--- src/rtl/cbu_pkg.sv ---
// Package: shared constants and types for the count-register branch unit.
// Assumes 32-bit instruction words with bit 0 of the field layout being
// the most significant bit of the word.
package cbu_pkg;
    localparam int INSTR_W  = 32;
    localparam logic [5:0] OPC_PRIMARY = 6'd19;
    localparam logic [9:0] OPC_EXT     = 10'd528;

    // Meaning of the two hint bits (informational only)
    typedef enum logic [1:0] {
        HINT_REPEAT = 2'b00,
        HINT_RSV_A  = 2'b01,
        HINT_RSV_B  = 2'b10,
        HINT_UNPRED = 2'b11
    } cbu_hint_e;

    // Decoded view of one instruction word
    typedef struct packed {
        logic       legal;
        logic [4:0] opt;      // option code, opt[4] is field bit 0
        logic [4:0] sel;      // condition bit index, MSB-first numbering
        cbu_hint_e  hint;
        logic       link;
    } cbu_fields_t;
endpackage

--- src/rtl/cbu_decode.sv ---
// Module: cbu_decode
// Splits an instruction word into its fields and flags whether the word is
// the count-register branch. Purely combinational.
module cbu_decode
    import cbu_pkg::*;
(
    input  logic [INSTR_W-1:0] instr,
    output cbu_fields_t        fields
);
    logic [5:0] primary;
    logic [9:0] extended;

    // Extract opcode fields and build the decoded struct
    always_comb begin
        primary       = instr[31:26];
        extended      = instr[10:1];
        fields.legal  = (primary == OPC_PRIMARY) && (extended == OPC_EXT);
        fields.opt    = instr[25:21];
        fields.sel    = instr[20:16];
        fields.hint   = cbu_hint_e'(instr[12:11]);
        fields.link   = instr[0];
    end
endmodule

--- src/rtl/cbu_ctr_eval.sv ---
// Module: cbu_ctr_eval
// Computes the next count value and the counter test result from the
// option code. Assumes opt[2] (field bit 2) disables the decrement and
// opt[1] (field bit 3) chooses the zero / non-zero test. Wraps modulo 2^W.
module cbu_ctr_eval #(
    parameter int W = 32
) (
    input  logic [W-1:0] ctr,
    input  logic [4:0]   opt,
    output logic [W-1:0] ctr_next,
    output logic         ctr_pass
);
    localparam logic [W-1:0] ONE = W'(1);

    logic [W-1:0] dec;
    logic         dec_zero;

    // Decrement, choose next value, and apply the selected zero test
    always_comb begin
        dec      = ctr - ONE;
        dec_zero = (dec == '0);
        ctr_next = opt[2] ? ctr : dec;
        ctr_pass = opt[2] | (opt[1] ? dec_zero : !dec_zero);
    end
endmodule

--- src/rtl/cbu_cond_eval.sv ---
// Module: cbu_cond_eval
// Selects one condition-register bit by an MSB-first index and compares it
// with the required sense. Assumes CR_W is a power of two matching the
// index width.
module cbu_cond_eval #(
    parameter int CR_W = 32
) (
    input  logic [CR_W-1:0]         cr,
    input  logic [$clog2(CR_W)-1:0] sel,
    input  logic [4:0]              opt,
    output logic                    cond_pass
);
    logic [CR_W-1:0] cr_msb0;
    logic            bit_val;

    // Reverse the register so index 0 addresses the most significant bit
    for (genvar g = 0; g < CR_W; g++) begin : g_rev
        assign cr_msb0[g] = cr[CR_W-1-g];
    end

    // Pick the bit and test it unless the option code ignores the condition
    always_comb begin
        bit_val   = cr_msb0[sel];
        cond_pass = opt[4] | (bit_val == opt[3]);
    end
endmodule

--- src/rtl/ctr_branch_unit.sv ---
// Module: ctr_branch_unit
// Resolves one branch-through-count instruction per valid strobe and
// registers taken flag, target, next count, next link and hint bits.
// Assumes the caller writes ctr_o / lr_o back to its own registers.
module ctr_branch_unit
    import cbu_pkg::*;
#(
    parameter int XLEN = 32,
    parameter int CR_W = 32
) (
    input  logic              clk,
    input  logic              rst_n,
    input  logic              valid_i,
    input  logic [31:0]       instr_i,
    input  logic [XLEN-1:0]   pc_i,
    input  logic [CR_W-1:0]   cr_i,
    input  logic [XLEN-1:0]   ctr_i,
    input  logic [XLEN-1:0]   lr_i,
    output logic              done_o,
    output logic              taken_o,
    output logic              illegal_o,
    output logic [XLEN-1:0]   target_o,
    output logic [XLEN-1:0]   ctr_o,
    output logic [XLEN-1:0]   lr_o,
    output logic [1:0]        bh_o
);
    localparam logic [XLEN-1:0] STEP = XLEN'(4);

    cbu_fields_t     fld;
    logic [XLEN-1:0] ctr_nx;
    logic            ctr_ok;
    logic            cond_ok;
    logic            take_d;
    logic [XLEN-1:0] ctr_d;
    logic [XLEN-1:0] lr_d;
    logic [XLEN-1:0] tgt_d;

    cbu_decode u_dec (
        .instr  (instr_i),
        .fields (fld)
    );

    cbu_ctr_eval #(.W(XLEN)) u_ctr (
        .ctr      (ctr_i),
        .opt      (fld.opt),
        .ctr_next (ctr_nx),
        .ctr_pass (ctr_ok)
    );

    cbu_cond_eval #(.CR_W(CR_W)) u_cond (
        .cr        (cr_i),
        .sel       (fld.sel),
        .opt       (fld.opt),
        .cond_pass (cond_ok)
    );

    // Combine tests and gate every write-back on legality
    always_comb begin
        take_d = fld.legal & ctr_ok & cond_ok;
        ctr_d  = fld.legal ? ctr_nx : ctr_i;
        lr_d   = (fld.legal && fld.link) ? (pc_i + STEP) : lr_i;
        tgt_d  = {ctr_i[XLEN-1:2], 2'b00};
    end

    // Result registers: load on strobe, clear on reset
    always_ff @(posedge clk) begin
        if (!rst_n) begin
            done_o    <= 1'b0;
            taken_o   <= 1'b0;
            illegal_o <= 1'b0;
            target_o  <= '0;
            ctr_o     <= '0;
            lr_o      <= '0;
            bh_o      <= 2'b00;
        end else begin
            done_o <= valid_i;
            if (valid_i) begin
                taken_o   <= take_d;
                illegal_o <= !fld.legal;
                target_o  <= tgt_d;
                ctr_o     <= ctr_d;
                lr_o      <= lr_d;
                bh_o      <= fld.hint;
            end
        end
    end

    // an illegal result is never a taken branch
    p_illegal_not_taken_r1: assert property (@(posedge clk) disable iff (!rst_n)
        illegal_o |-> !taken_o);

    // target follows the incoming count, low bits cleared
    p_target_from_ctr_r2: assert property (@(posedge clk) disable iff (!rst_n)
        valid_i |=> (target_o[XLEN-1:2] == $past(ctr_i[XLEN-1:2])) && (target_o[1:0] == 2'b00));

    // link register untouched when the link bit is clear
    p_lr_hold_r3: assert property (@(posedge clk) disable iff (!rst_n)
        (valid_i && !instr_i[0]) |=> (lr_o == $past(lr_i)));

    // count untouched when the option code disables decrementing
    p_ctr_hold_r4: assert property (@(posedge clk) disable iff (!rst_n)
        (valid_i && instr_i[23]) |=> (ctr_o == $past(ctr_i)));

    // both-ignore option codes on a legal word always branch
    p_always_taken_r7: assert property (@(posedge clk) disable iff (!rst_n)
        (valid_i && instr_i[31:26] == 6'd19 && instr_i[10:1] == 10'd528
         && instr_i[25] && instr_i[23]) |=> taken_o);

    // outputs hold between strobes
    p_hold_idle_r9: assert property (@(posedge clk) disable iff (!rst_n)
        !valid_i |=> ($stable(taken_o) && $stable(ctr_o) && $stable(lr_o) && !done_o));
endmodule

--- config.mk ---
export PLATFORM = sky130hd
export DESIGN_NAME = ctr_branch_unit
export DESIGN_NICKNAME = d
export VERILOG_FILES = /design/src/rtl/cbu_pkg.sv /design/src/rtl/cbu_decode.sv /design/src/rtl/cbu_ctr_eval.sv /design/src/rtl/cbu_cond_eval.sv /design/src/rtl/ctr_branch_unit.sv
export SDC_FILE = /design/constraint.sdc
export NUM_CORES = 1
export LEC_CHECK = 0
export BUFFER_PORTS_ARGS = -buffer_cell sky130_fd_sc_hd__buf_2
export CAP_MARGIN = 20
export CORE_MARGIN = 3
export CORE_UTILIZATION = 45
export CTS_CLUSTER_DIAMETER = 30
export DETAILED_ROUTE_END_ITERATION = 7
export PLACE_DENSITY = 0.82
export SLEW_MARGIN = 20
export SYNTH_ARGS = -nofsm -noshare
export SYNTH_HDL_FRONTEND = slang
export SYNTH_HIERARCHICAL = 1
export SYNTH_SLANG_ARGS = --single-unit
export TNS_END_PERCENT = 100
--- constraint.sdc ---
create_clock -name clk -period 3 [get_ports clk]
set_input_delay 0.45 -clock clk [delete_from_list [all_inputs] [get_ports clk]]
set_output_delay 0.45 -clock clk [all_outputs]
set_load 0.05 [all_outputs]
==> summary.txt, run 1 <==
Yosys
  – Mapped Cells: ~760
  – Cell area after synthesis: roughly 6400 µm²
  – Avg Inst Size Synth: 8.49 µm²
  – Synth warn: 6

Clock tree
  – CTS tree: yes
  – Number of post-CTS setup repair buffers: 0
  – Clock transition at path regs: approximately 0.070 ns
  – Post-CTS sizing: 0
  – H-tree depth: 3
  – Worst-case clock buffer depth: 2
  – CTS buffer count: 9
  – Clk Latency, worst-skew pair: 0.35 ns
  – CTS Hold Bufs: 0
  – CTS root buf: clkbuf_16
  – Clock sink count: around 100

Outcome
  – Status: finished, final reports clean

Drt
  – Routed length per instance: ~16 µm
  – Final wirelength: around 19 mm
  – Drt drc: 0
  – Final ANT Viol Nets: 0
  – Initial DRC Count: approximately 300
  – First drt pass iteration count: 5
  – Vias/cell: roughly 5.5
  – Via count: 6431

Layout
  – Syn-to-layout area delta: 26.1%
  – Antenna Cells: 0
  – Fin util: 0.584
  – Filler Cell Count: 1255
  – NumNets Final: ~1200
  – Share of layout cells above drive strength 1: 0.330

Floorplan
  – Initial core utilization: 0.463
  – Die ar.: 15800 µm²
  – Die Y-Extent: 126 µm
  – Die X: approximately 130 µm
  – Ports: around 260
  – Cell Rows: 43
  – Core Area: around 14000 µm²

Worst setup path
  – Crit path cell chain: buf_2 -> inv_1 -> ha_1 -> nor3b_1 -> nand4_1 -> o21a_1 -> nor4_2 -> nand4_1 -> or4_1 -> a21o_1 -> nand4_1 -> a21boi_0
  – CP required: roughly 3.2 ns
  – R2R Path End: lr_o[21]$_SDFFE_PN0P_
  – Crit path launch type: primary input
  – Reg-to-reg setup timing slack: roughly 2.2 ns
  – Worst EP arrival: ~3.0 ns
  – Critical path's slowest cell: or4_1
  – Worst R2R Start: lr_o[21]$_SDFFE_PN0P_
  – Max FO, Critical Path: 5
  – Buffers and inverters on the worst path: 2
  – Worst reg2reg path depth: 3
  – Max stage delay on crit path: around 0.41 ns
  – Most used cell, CP: nand4_1
  – Worst path top cell family by delay: simple AND/OR/NAND/NOR gates
  – WS Path Type: primary input to flip-flop
  – CP endpoint kind: flip-flop

STA
  – Final hold violation count: 0
  – Final TNS setup: 0 ns
  – Min Hold Slack: around 0.36 ns
  – RSZ-0062 raised after global routing: no
  – Fmax: ~360 MHz
  – Final Cycle Share: 0.927
  – Worst Setup Slack, final: ~0.22 ns
  – Worst slew pin tran: 0.594 ns
  – Max Slew Vio Count: 0
  – Final min period: between 2 and 3 ns
  – Final Skew: 0 ns
  – Final Setup Violations: 0
  – Slew headroom: 0.601

Pwr
  – Max IR drop VDD: about 0.27 mV
  – Leakage: 3.85 nW
  – Pwr/cell area: approximately 430 nW/µm²
  – Total chip power: ~3.5 mW

Min path
  – Endpoint, Worst Hold: bh_o[1]$_SDFFE_PN0P_
  – Min-Delay Path Class: primary input to flip-flop
  – HP Start: instr_i[12]
  – Worst Hold Depth: 3

Place
  – Detail Placement HPWL: approximately 15 mm
  – IO buf count: about 260
  – GP Congestion: between 0.9 and 1
  – Pre-CTS WS: -0.0850 ns

Job
  – Max-cap viol count: 0

Global routing
  – Initial antenna violation count: 1
  – Largest net degree at the start of global routing: between 90 and 100
  – Vias in the first global route: 6234
  – GRT overflow: 0
  – Total track usage: 0.236
  – First-pass GRT wire length: between 30 and 40 mm
state kept, by name, indices dropped and copies added, names as in the netlist:
| signal | cells |
|---|---|
| ctr_o | 32 |
| lr_o | 32 |
| target_o | 30 |
| bh_o | 2 |
| done_o | 1 |
| illegal_o | 1 |
| taken_o | 1 |
cells in the final DEF, fill, tap and decap left out, types with 12 or more instances in the layout:
master,instances
nor2_1,26
nor4_1,17
o211a_1,37
o21ai_0,31
nand3_1,32
mux2i_1,85
nor3_1,22
inv_1,18
xor2_1,29
dfxtp_1,99
nor2b_1,40
buf_4,31
buf_2,256
nand2_1,86
xnor2_1,28
nand2b_1,12
nand4_1,13
layer usage:
metal	GRT usage	up-vias	part of all wire
li1	-	3169	-
met1	0.276	2919	0.39
met2	0.404	292	0.48
met3	0.0729	49	0.097
met4	0.0938	2	0.028
met5	0	-	0.0011
metrics by stage:
step	cell area, µm²	cells
6_report	8130	1175
5_1_grt	8130	1175
4_1_cts	8130	1175
3_5_place_dp	7850	1159
3_3_place_gp	7850	1159
2_1_floorplan	6450	760
worst reg2reg max path, stage by stage, from the launching register on:
cell and delay (ns):
dfxtp_1 0.35, nand2b_1 0.08, a21bo_2 0.19, a31oi_1 0.13
how the worst max path moves through the flow:
stage	startpoint	endpoint	depth (start not counted)
3_5_place_dp	ctr_i[1]	taken_o$_SDFFE_PN0P_	12
2_1_floorplan	ctr_i[0]	taken_o$_SDFFE_PN0P_	12
3_3_place_gp	ctr_i[1]	taken_o$_SDFFE_PN0P_	12
5_1_grt	ctr_i[1]	taken_o$_SDFFE_PN0P_	12
4_1_cts	ctr_i[1]	taken_o$_SDFFE_PN0P_	12
6_report	ctr_i[1]	taken_o$_SDFFE_PN0P_	12
area by class of cell:
class / instances / area (µm²) / area share
clock inverters: 6 / 38.8 / 0.00477
well taps: 180 / 225 / 0.0277
inverters: 18 / 67.6 / 0.00831
clock buffers: 10 / 239 / 0.0294
repair buffers: 289 / 1550 / 0.190
flip-flops and latches: 99 / 1980 / 0.244
multi-input cells: 573 / 4030 / 0.496
power breakdown:
part           internal [mW]  leakage [nW]  switching (mW)  total, mW
clock                  0.583         0.135           0.517       1.10
sequential              1.40         0.820          0.0401       1.44
combinational          0.309          2.90           0.611      0.920
total                   2.29          3.85            1.17       3.46
Power figures use the tool's default switching activity.
==> inputs of run 2 (changes only) <==
Settings changed: CORE_MARGIN 3 to 2, MAX_ROUTING_LAYER set to met4.
==> run 2 against run 1 <==
Clock power is 8% higher. Critical endpoint unchanged. Non-clock buffer count fell by 2. Count of clock-buffer cells in the layout increased by 3. Clock skew stayed put.
==> summary.txt, run 2 (synthesis results as in run 1) <==
Outcome
  – Status: finished, final reports clean

Place
  – DP Cell Count: 1157 (-0.17%)
  – IO buf count: 257 (unchanged)
  – GP Congestion: 0.929 (-0.17%)
  – Detail Placement HPWL: 14.2 mm (-4.0%)

Global routing
  – First-pass GRT wire length: 28.6 mm (-6.6%)
  – Vias in the first global route: 5902 (-5.3%)
  – Total track usage: 0.246 (+0.00982)
  – Initial antenna violation count: 0 (-1)
  – GRT overflow: 0 (unchanged)
  – Largest net degree at the start of global routing: 101 (+5.2%)

STA
  – Final min period: 2.81 ns (+0.0269 ns)
  – RSZ-0062 raised after global routing: no
  – Final Skew: 0 ns (unchanged)
  – Fmax: 356 MHz (-0.96%)
  – Final Cycle Share: 0.936 (+0.00897)
  – Max Slew Vio Count: 0 (unchanged)
  – Slew headroom: 0.582 (-0.0190)
  – Final hold violation count: 0 (unchanged)
  – Final Setup Violations: 0 (unchanged)
  – Worst slew pin tran: 0.621 ns (+0.0273 ns)
  – Final TNS setup: 0 ns (unchanged)

Pwr
  – Switch Pwr: 1.17 mW (+0.22%)
  – Clock group share of total power: 0.337 (+0.019)
  – Max IR drop VDD: 0.270 mV (+0.67%)
  – Internal Power: 2.38 mW (+3.9%)
  – Sequential power share: 0.405 (-0.011)
  – Total chip power: 3.55 mW (+2.7%)
  – Pwr/cell area: 437 nW/µm² (+2.7%)
  – Switching share of power: 0.330 (-0.00805)
  – Combinational power share: 0.258 (-0.008)
  – Leakage: 3.85 nW (-0.18%)

Min path
  – HP Start: instr_i[12]
  – Worst Hold Depth: 3 (unchanged)
  – Endpoint, Worst Hold: bh_o[1]$_SDFFE_PN0P_
  – Min-Delay Path Class: primary input to flip-flop

Layout
  – NumNets Final: 1154 (-0.17%)
  – Most common cell after layout, fill and taps aside: buf_2
  – Final instance count without filler cells: 1173 (-0.17%)
  – Most frequent cells in the layout: 256 x buf_2, 99 x dfxtp_1, 86 x nand2_1
  – Biggest regs: ctr_o x32, lr_o x32, target_o x30
  – Share of layout cells above drive strength 1: 0.325 (-0.00437)
  – Antenna Cells: 0 (unchanged)
  – Syn-to-layout area delta: 26.1% (unchanged)

Floorplan
  – Ports: 264 (unchanged)
  – Initial core utilization: 0.463 (unchanged)
  – Core Area: 13900 µm² (unchanged)
  – Cell Rows: 43 (unchanged)
  – Die X: 124 µm (-1.6%)
  – Die ar.: 15300 µm² (-3.2%)
  – Die Y-Extent: 124 µm (-1.6%)

Clock tree
  – CTS root buf: clkbuf_16
  – Clock transition at path regs: 0.07 ns (about the same)
  – Clk Latency, worst-skew pair: 0.34 ns (about the same)
  – Worst-case clock buffer depth: 2 (unchanged)
  – H-tree depth: 3 (unchanged)
  – CTS tree: yes
  – Clock sink count: 99 (unchanged)
  – CTS Hold Bufs: 0 (unchanged)
  – CTS buffer count: 9 (unchanged)
  – Number of post-CTS setup repair buffers: 0 (unchanged)
  – Post-CTS sizing: 0 (unchanged)

Drt
  – Routed length per instance: 16.1 µm (-0.71%)
  – Via count: 6410 (-0.33%)
  – Initial DRC Count: 348 (+19%)
  – Vias/cell: 5.46 (-0.16%)
  – Final wirelength: 18.9 mm (-0.88%)
  – First drt pass iteration count: 4 (-1)
  – Drt drc: 0 (unchanged)
  – Final ANT Viol Nets: 0 (unchanged)

Worst setup path
  – R2R Path End: lr_o[30]$_SDFFE_PN0P_
  – Reg-to-reg setup timing slack: 2.16 ns (-0.02 ns)
  – WS Path Type: primary input to flip-flop
  – Worst EP arrival: 3.04 ns (+0.02 ns)
  – Worst reg2reg path depth: 3 (unchanged)
  – CP required: 3.23 ns (about the same)
  – Worst R2R Start: lr_o[30]$_SDFFE_PN0P_
  – Crit path launch type: primary input
  – Max FO, Critical Path: 8 (+3)
  – CP endpoint kind: flip-flop

Job
  – Max-cap viol count: 0 (unchanged)
## run 2: final cells by class
class                   instances  area (µm²)
well taps                     180         225
repair buffers                287        1530
fillers                      1238        5800
inverters                      18        67.6
clock inverters                 3        46.3
clock buffers                  13         250
flip-flops and latches         99        1980
multi-input cells             573        4030
## run 2: how the worst max path moves through the flow
stage,depth (start not counted),to,start,slack [ns]
final,12,taken_o$_SDFFE_PN0P_,ctr_i[1],0.19
after global routing,12,taken_o$_SDFFE_PN0P_,ctr_i[1],0.05
after CTS,12,taken_o$_SDFFE_PN0P_,ctr_i[1],0.25
after detailed placement,12,taken_o$_SDFFE_PN0P_,ctr_i[1],-0.09
after global placement,12,taken_o$_SDFFE_PN0P_,ctr_i[1],-0.04
after floorplan,12,taken_o$_SDFFE_PN0P_,ctr_i[0],0.15
## run 2: layer usage
| layer | share of wire | global-route usage |
|---|---|---|
| met5 | 0 | - |
| met2 | 0.49 | 0.427 |
| met4 | 0.017 | 0.0724 |
| met1 | 0.40 | 0.278 |
| met3 | 0.090 | 0.0641 |
## run 2: stage by stage
| step | utilization | instance area (µm²) | setup WS (ns) | hold slack, ns |
|---|---|---|---|---|
| 2_1_floorplan | - | 6450 | 0.148 | 0.620 |
| 3_3_place_gp | 0.562 | 7840 | -0.0410 | 0.456 |
| 3_5_place_dp | 0.562 | 7840 | -0.0936 | 0.462 |
| 4_1_cts | 0.584 | 8130 | 0.251 | 0.357 |
| 5_1_grt | 0.584 | 8130 | 0.0462 | 0.386 |
| 6_report | 0.584 | 8130 | 0.192 | 0.368 |
## run 2: worst max-delay path, stage by stage
cell and delay, ns:
buf_2 0.14, inv_1 0.12, ha_1 0.17, nor3b_1 0.34, nand4_1 0.34, o21a_1 0.28, nor4_2 0.26, nand4_1 0.13
or4_1 0.43, a21o_1 0.20, nand4_1 0.08, a21boi_0 0.09
## run 2: power groups by stage
| stage | registers [mW] | clock network, mW | logic [mW] |
|---|---|---|---|
| after detailed placement | 1.47 | 0 | 0.918 |
| after global routing | 1.45 | 1.28 | 0.983 |
| after global placement | 1.46 | 0 | 0.904 |
| after floorplan | 1.75 | 0 | 0.332 |
| after CTS | 1.44 | 1.22 | 0.919 |
| final | 1.44 | 1.19 | 0.917 |
==> inputs of run 3 (changes only) <==
Settings changed: CORE_ASPECT_RATIO set to 1.5.
==> run 3 against run 2 <==
Highest routed layer unchanged. Clock power grew 7%. Non-clock buffer count is 4 higher. Via count grew 1.0%. Sequential cell count is the same. Maximum frequency grew 2.1%. Register-to-register slack better by 0.04 ns. Combinational power up 0.7%. Wire length is 3.0% higher. First-iteration DRC count rose by 1.1%. Clock skew unchanged. Final cell count is 1.4% higher.
==> summary.txt, run 3 (synthesis results as in run 1) <==
STA
  – Final hold violation count: 0 (unchanged)
  – Final Setup Violations: 0 (unchanged)
  – Worst Setup Slack, final: 0.249 ns (+0.0565 ns)
  – Fmax: 363 MHz (+2.1%)
  – Final TNS setup: 0 ns (unchanged)
  – Final min period: 2.75 ns (-0.0565 ns)
  – Worst slew pin tran: 0.679 ns (+0.0577 ns)
  – Max Slew Vio Count: 0 (unchanged)
  – Final Skew: 0 ns (unchanged)
  – RSZ-0062 raised after global routing: no
  – Final Cycle Share: 0.917 (-0.0188)
  – Slew headroom: 0.543 (-0.0388)

Layout
  – Biggest regs: ctr_o x32, lr_o x32, target_o x30
  – Fin area: 8190 µm² (+0.69%)
  – Share of layout cells above drive strength 1: 0.329 (+0.00404)
  – Filler Cell Count: 1265 (+2.2%)
  – Most common cell after layout, fill and taps aside: buf_2
  – Most frequent cells in the layout: 256 x buf_2, 99 x dfxtp_1, 86 x nand2_1
  – Syn-to-layout area delta: 27.0%
  – NumNets Final: 1158 (+0.35%)
  – Final instance count without filler cells: 1189 (+1.4%)

Drt
  – Drt drc: 0 (unchanged)
  – First drt pass iteration count: 6 (+2)
  – Vias/cell: 5.45 (-0.33%)
  – Final ANT Viol Nets: 0 (unchanged)
  – Initial DRC Count: 352 (+1.1%)
  – Routed length per instance: 16.3 µm (+1.6%)
  – Final wirelength: 19.4 mm (+3.0%)
  – Via count: 6476 (+1.0%)

Clock tree
  – Number of post-CTS setup repair buffers: 0 (unchanged)
  – CTS tree: yes
  – CTS buffer count: 9 (unchanged)
  – CTS Hold Bufs: 0 (unchanged)
  – Post-CTS sizing: 0 (unchanged)
  – Clock transition at path regs: 0.07 ns (about the same)
  – Worst-case clock buffer depth: 2 (unchanged)
  – H-tree depth: 3 (unchanged)
  – Clock sink count: 99 (unchanged)
  – Clk Latency, worst-skew pair: 0.34 ns (about the same)
  – CTS root buf: clkbuf_16

Min path
  – Worst Hold Depth: 3 (unchanged)
  – Min-Delay Path Class: primary input to flip-flop

Global routing
  – GRT overflow: 0 (unchanged)
  – Largest net degree at the start of global routing: 66 (-35%)
  – First-pass GRT wire length: 29.0 mm (+1.6%)
  – Total track usage: 0.248 (+0.00172)
  – Vias in the first global route: 6221 (+5.4%)
  – Initial antenna violation count: 1 (+1)

Pwr
  – Total chip power: 3.63 mW (+2.2%)
  – Clock group share of total power: 0.350 (+0.013)
  – Sequential power share: 0.396 (-0.009)
  – Pwr/cell area: 443 nW/µm² (+1.5%)
  – Internal Power: 2.44 mW (+2.5%)
  – Max IR drop VDD: 0.274 mV (+1.6%)
  – Leakage: 3.87 nW (+0.62%)
  – Switch Pwr: 1.19 mW (+1.6%)
  – Switching share of power: 0.328 (-0.00211)
  – Combinational power share: 0.254 (-0.004)

Floorplan
  – Core Area: 14000 µm² (+0.41%)
  – Die ar.: 15300 µm² (+0.13%)
  – Die X: 102 µm (-18%)
  – Cell Rows: 53 (+23%)
  – Initial core utilization: 0.461 (-0.00190)
  – Die Y-Extent: 151 µm (+22%)
  – Ports: 264 (unchanged)

Worst setup path
  – Max FO, Critical Path: 7 (-1)
  – Max stage delay on crit path: 0.48 ns (+0.05 ns)
  – CP endpoint kind: flip-flop
  – Most used cell, CP: nand4_1
  – CP required: 3.23 ns (about the same)
  – Worst path top cell family by delay: simple AND/OR/NAND/NOR gates
  – WS Path Type: primary input to flip-flop
  – Buffers and inverters on the worst path: 3 (+1)
  – Crit path depth: 13 (+1)
  – Worst EP arrival: 2.98 ns (-0.06 ns)
  – Worst reg2reg path depth: 3 (unchanged)
  – Crit path launch type: primary input
  – Reg-to-reg setup timing slack: 2.20 ns (+0.04 ns)
  – Crit path cell chain: buf_2 -> inv_1 -> ha_1 -> nor3b_1 -> nand4_1 -> buf_4 -> or2_1 -> nor4_2 -> a21oi_1 -> or4_1 -> a21o_1 -> nand4_1 -> a21boi_0
  – Critical path's slowest cell: or4_1

Place
  – Pre-CTS WS: 0.00467 ns (+0.0982 ns)
  – Detail Placement HPWL: 14.7 mm (+3.7%)
  – GP Congestion: 0.957 (+3.0%)
  – DP Cell Count: 1173 (+1.4%)
  – DP Area: 7870 µm² (+0.46%)
  – IO buf count: 257 (unchanged)

Job
  – Max-cap viol count: 0 (unchanged)

Outcome
  – Status: finished, final reports clean
[run 3: cell types whose count changed in the layout (fill, tap and decap cells not counted)]
cell	change
buf_6	+1
clkbuf_1	-2
buf_4	+4
diode_2	+1
buf_12	-1
clkbuf_8	-1
bufinv_16	+1
inv_6	+1
[run 3: worst register-to-register path, cell delays in order (launching register included)]
cell,delay [ns]
dfxtp_1,0.31
nor2b_1,0.12
a31oi_1,0.16
a21boi_0,0.10
[run 3: area by class of cell]
cell class / count / area, µm² / area share
Multi-Input combinational cell: 573 / 4030 / 0.493
Sequential cell: 99 / 1980 / 0.242
Timing Repair Buffer: 291 / 1550 / 0.189
Tap cell: 192 / 240 / 0.0293
Clock buffer: 10 / 229 / 0.0280
Clock inverter: 5 / 85.1 / 0.0104
Inverter: 18 / 67.6 / 0.00825
Antenna cell: 1 / 2.50 / 0.000306
[run 3: through the flow]
stage,hold WS [ns],utilization
after floorplan,0.620,-
after global placement,0.456,0.563
after detailed placement,0.462,0.563
after CTS,0.351,0.585
after global routing,0.398,0.585
final,0.357,0.585
[run 3: power groups by stage]
stage          combinational, mW  clock [mW]  sequential (mW)
3_3_place_gp               0.908           0             1.46
6_report                   0.923        1.27             1.44
4_1_cts                    0.925        1.30             1.44
5_1_grt                    0.984        1.35             1.45
2_1_floorplan              0.332           0             1.75
3_5_place_dp               0.922           0             1.46
[run 3: layer usage]
layer	up-vias	global-route usage	routed length, µm
li1	3164	-	-
met1	2983	0.243	6920
met2	283	0.460	10400
met3	46	0.0422	1420
met4	0	0.120	666
met5	-	-	0
[run 3: path summary, 6_finish.rpt]
| kind | start | end |
|---|---|---|
| worst max register to register | lr_o[7]$_SDFFE_PN0P_ | lr_o[7]$_SDFFE_PN0P_ |
| worst min-delay path | instr_i[12] | bh_o[1]$_SDFFE_PN0P_ |
| worst min register to register | ctr_o[14]$_SDFFE_PN0P_ | ctr_o[14]$_SDFFE_PN0P_ |
| worst max-delay path | ctr_i[0] | taken_o$_SDFFE_PN0P_ |
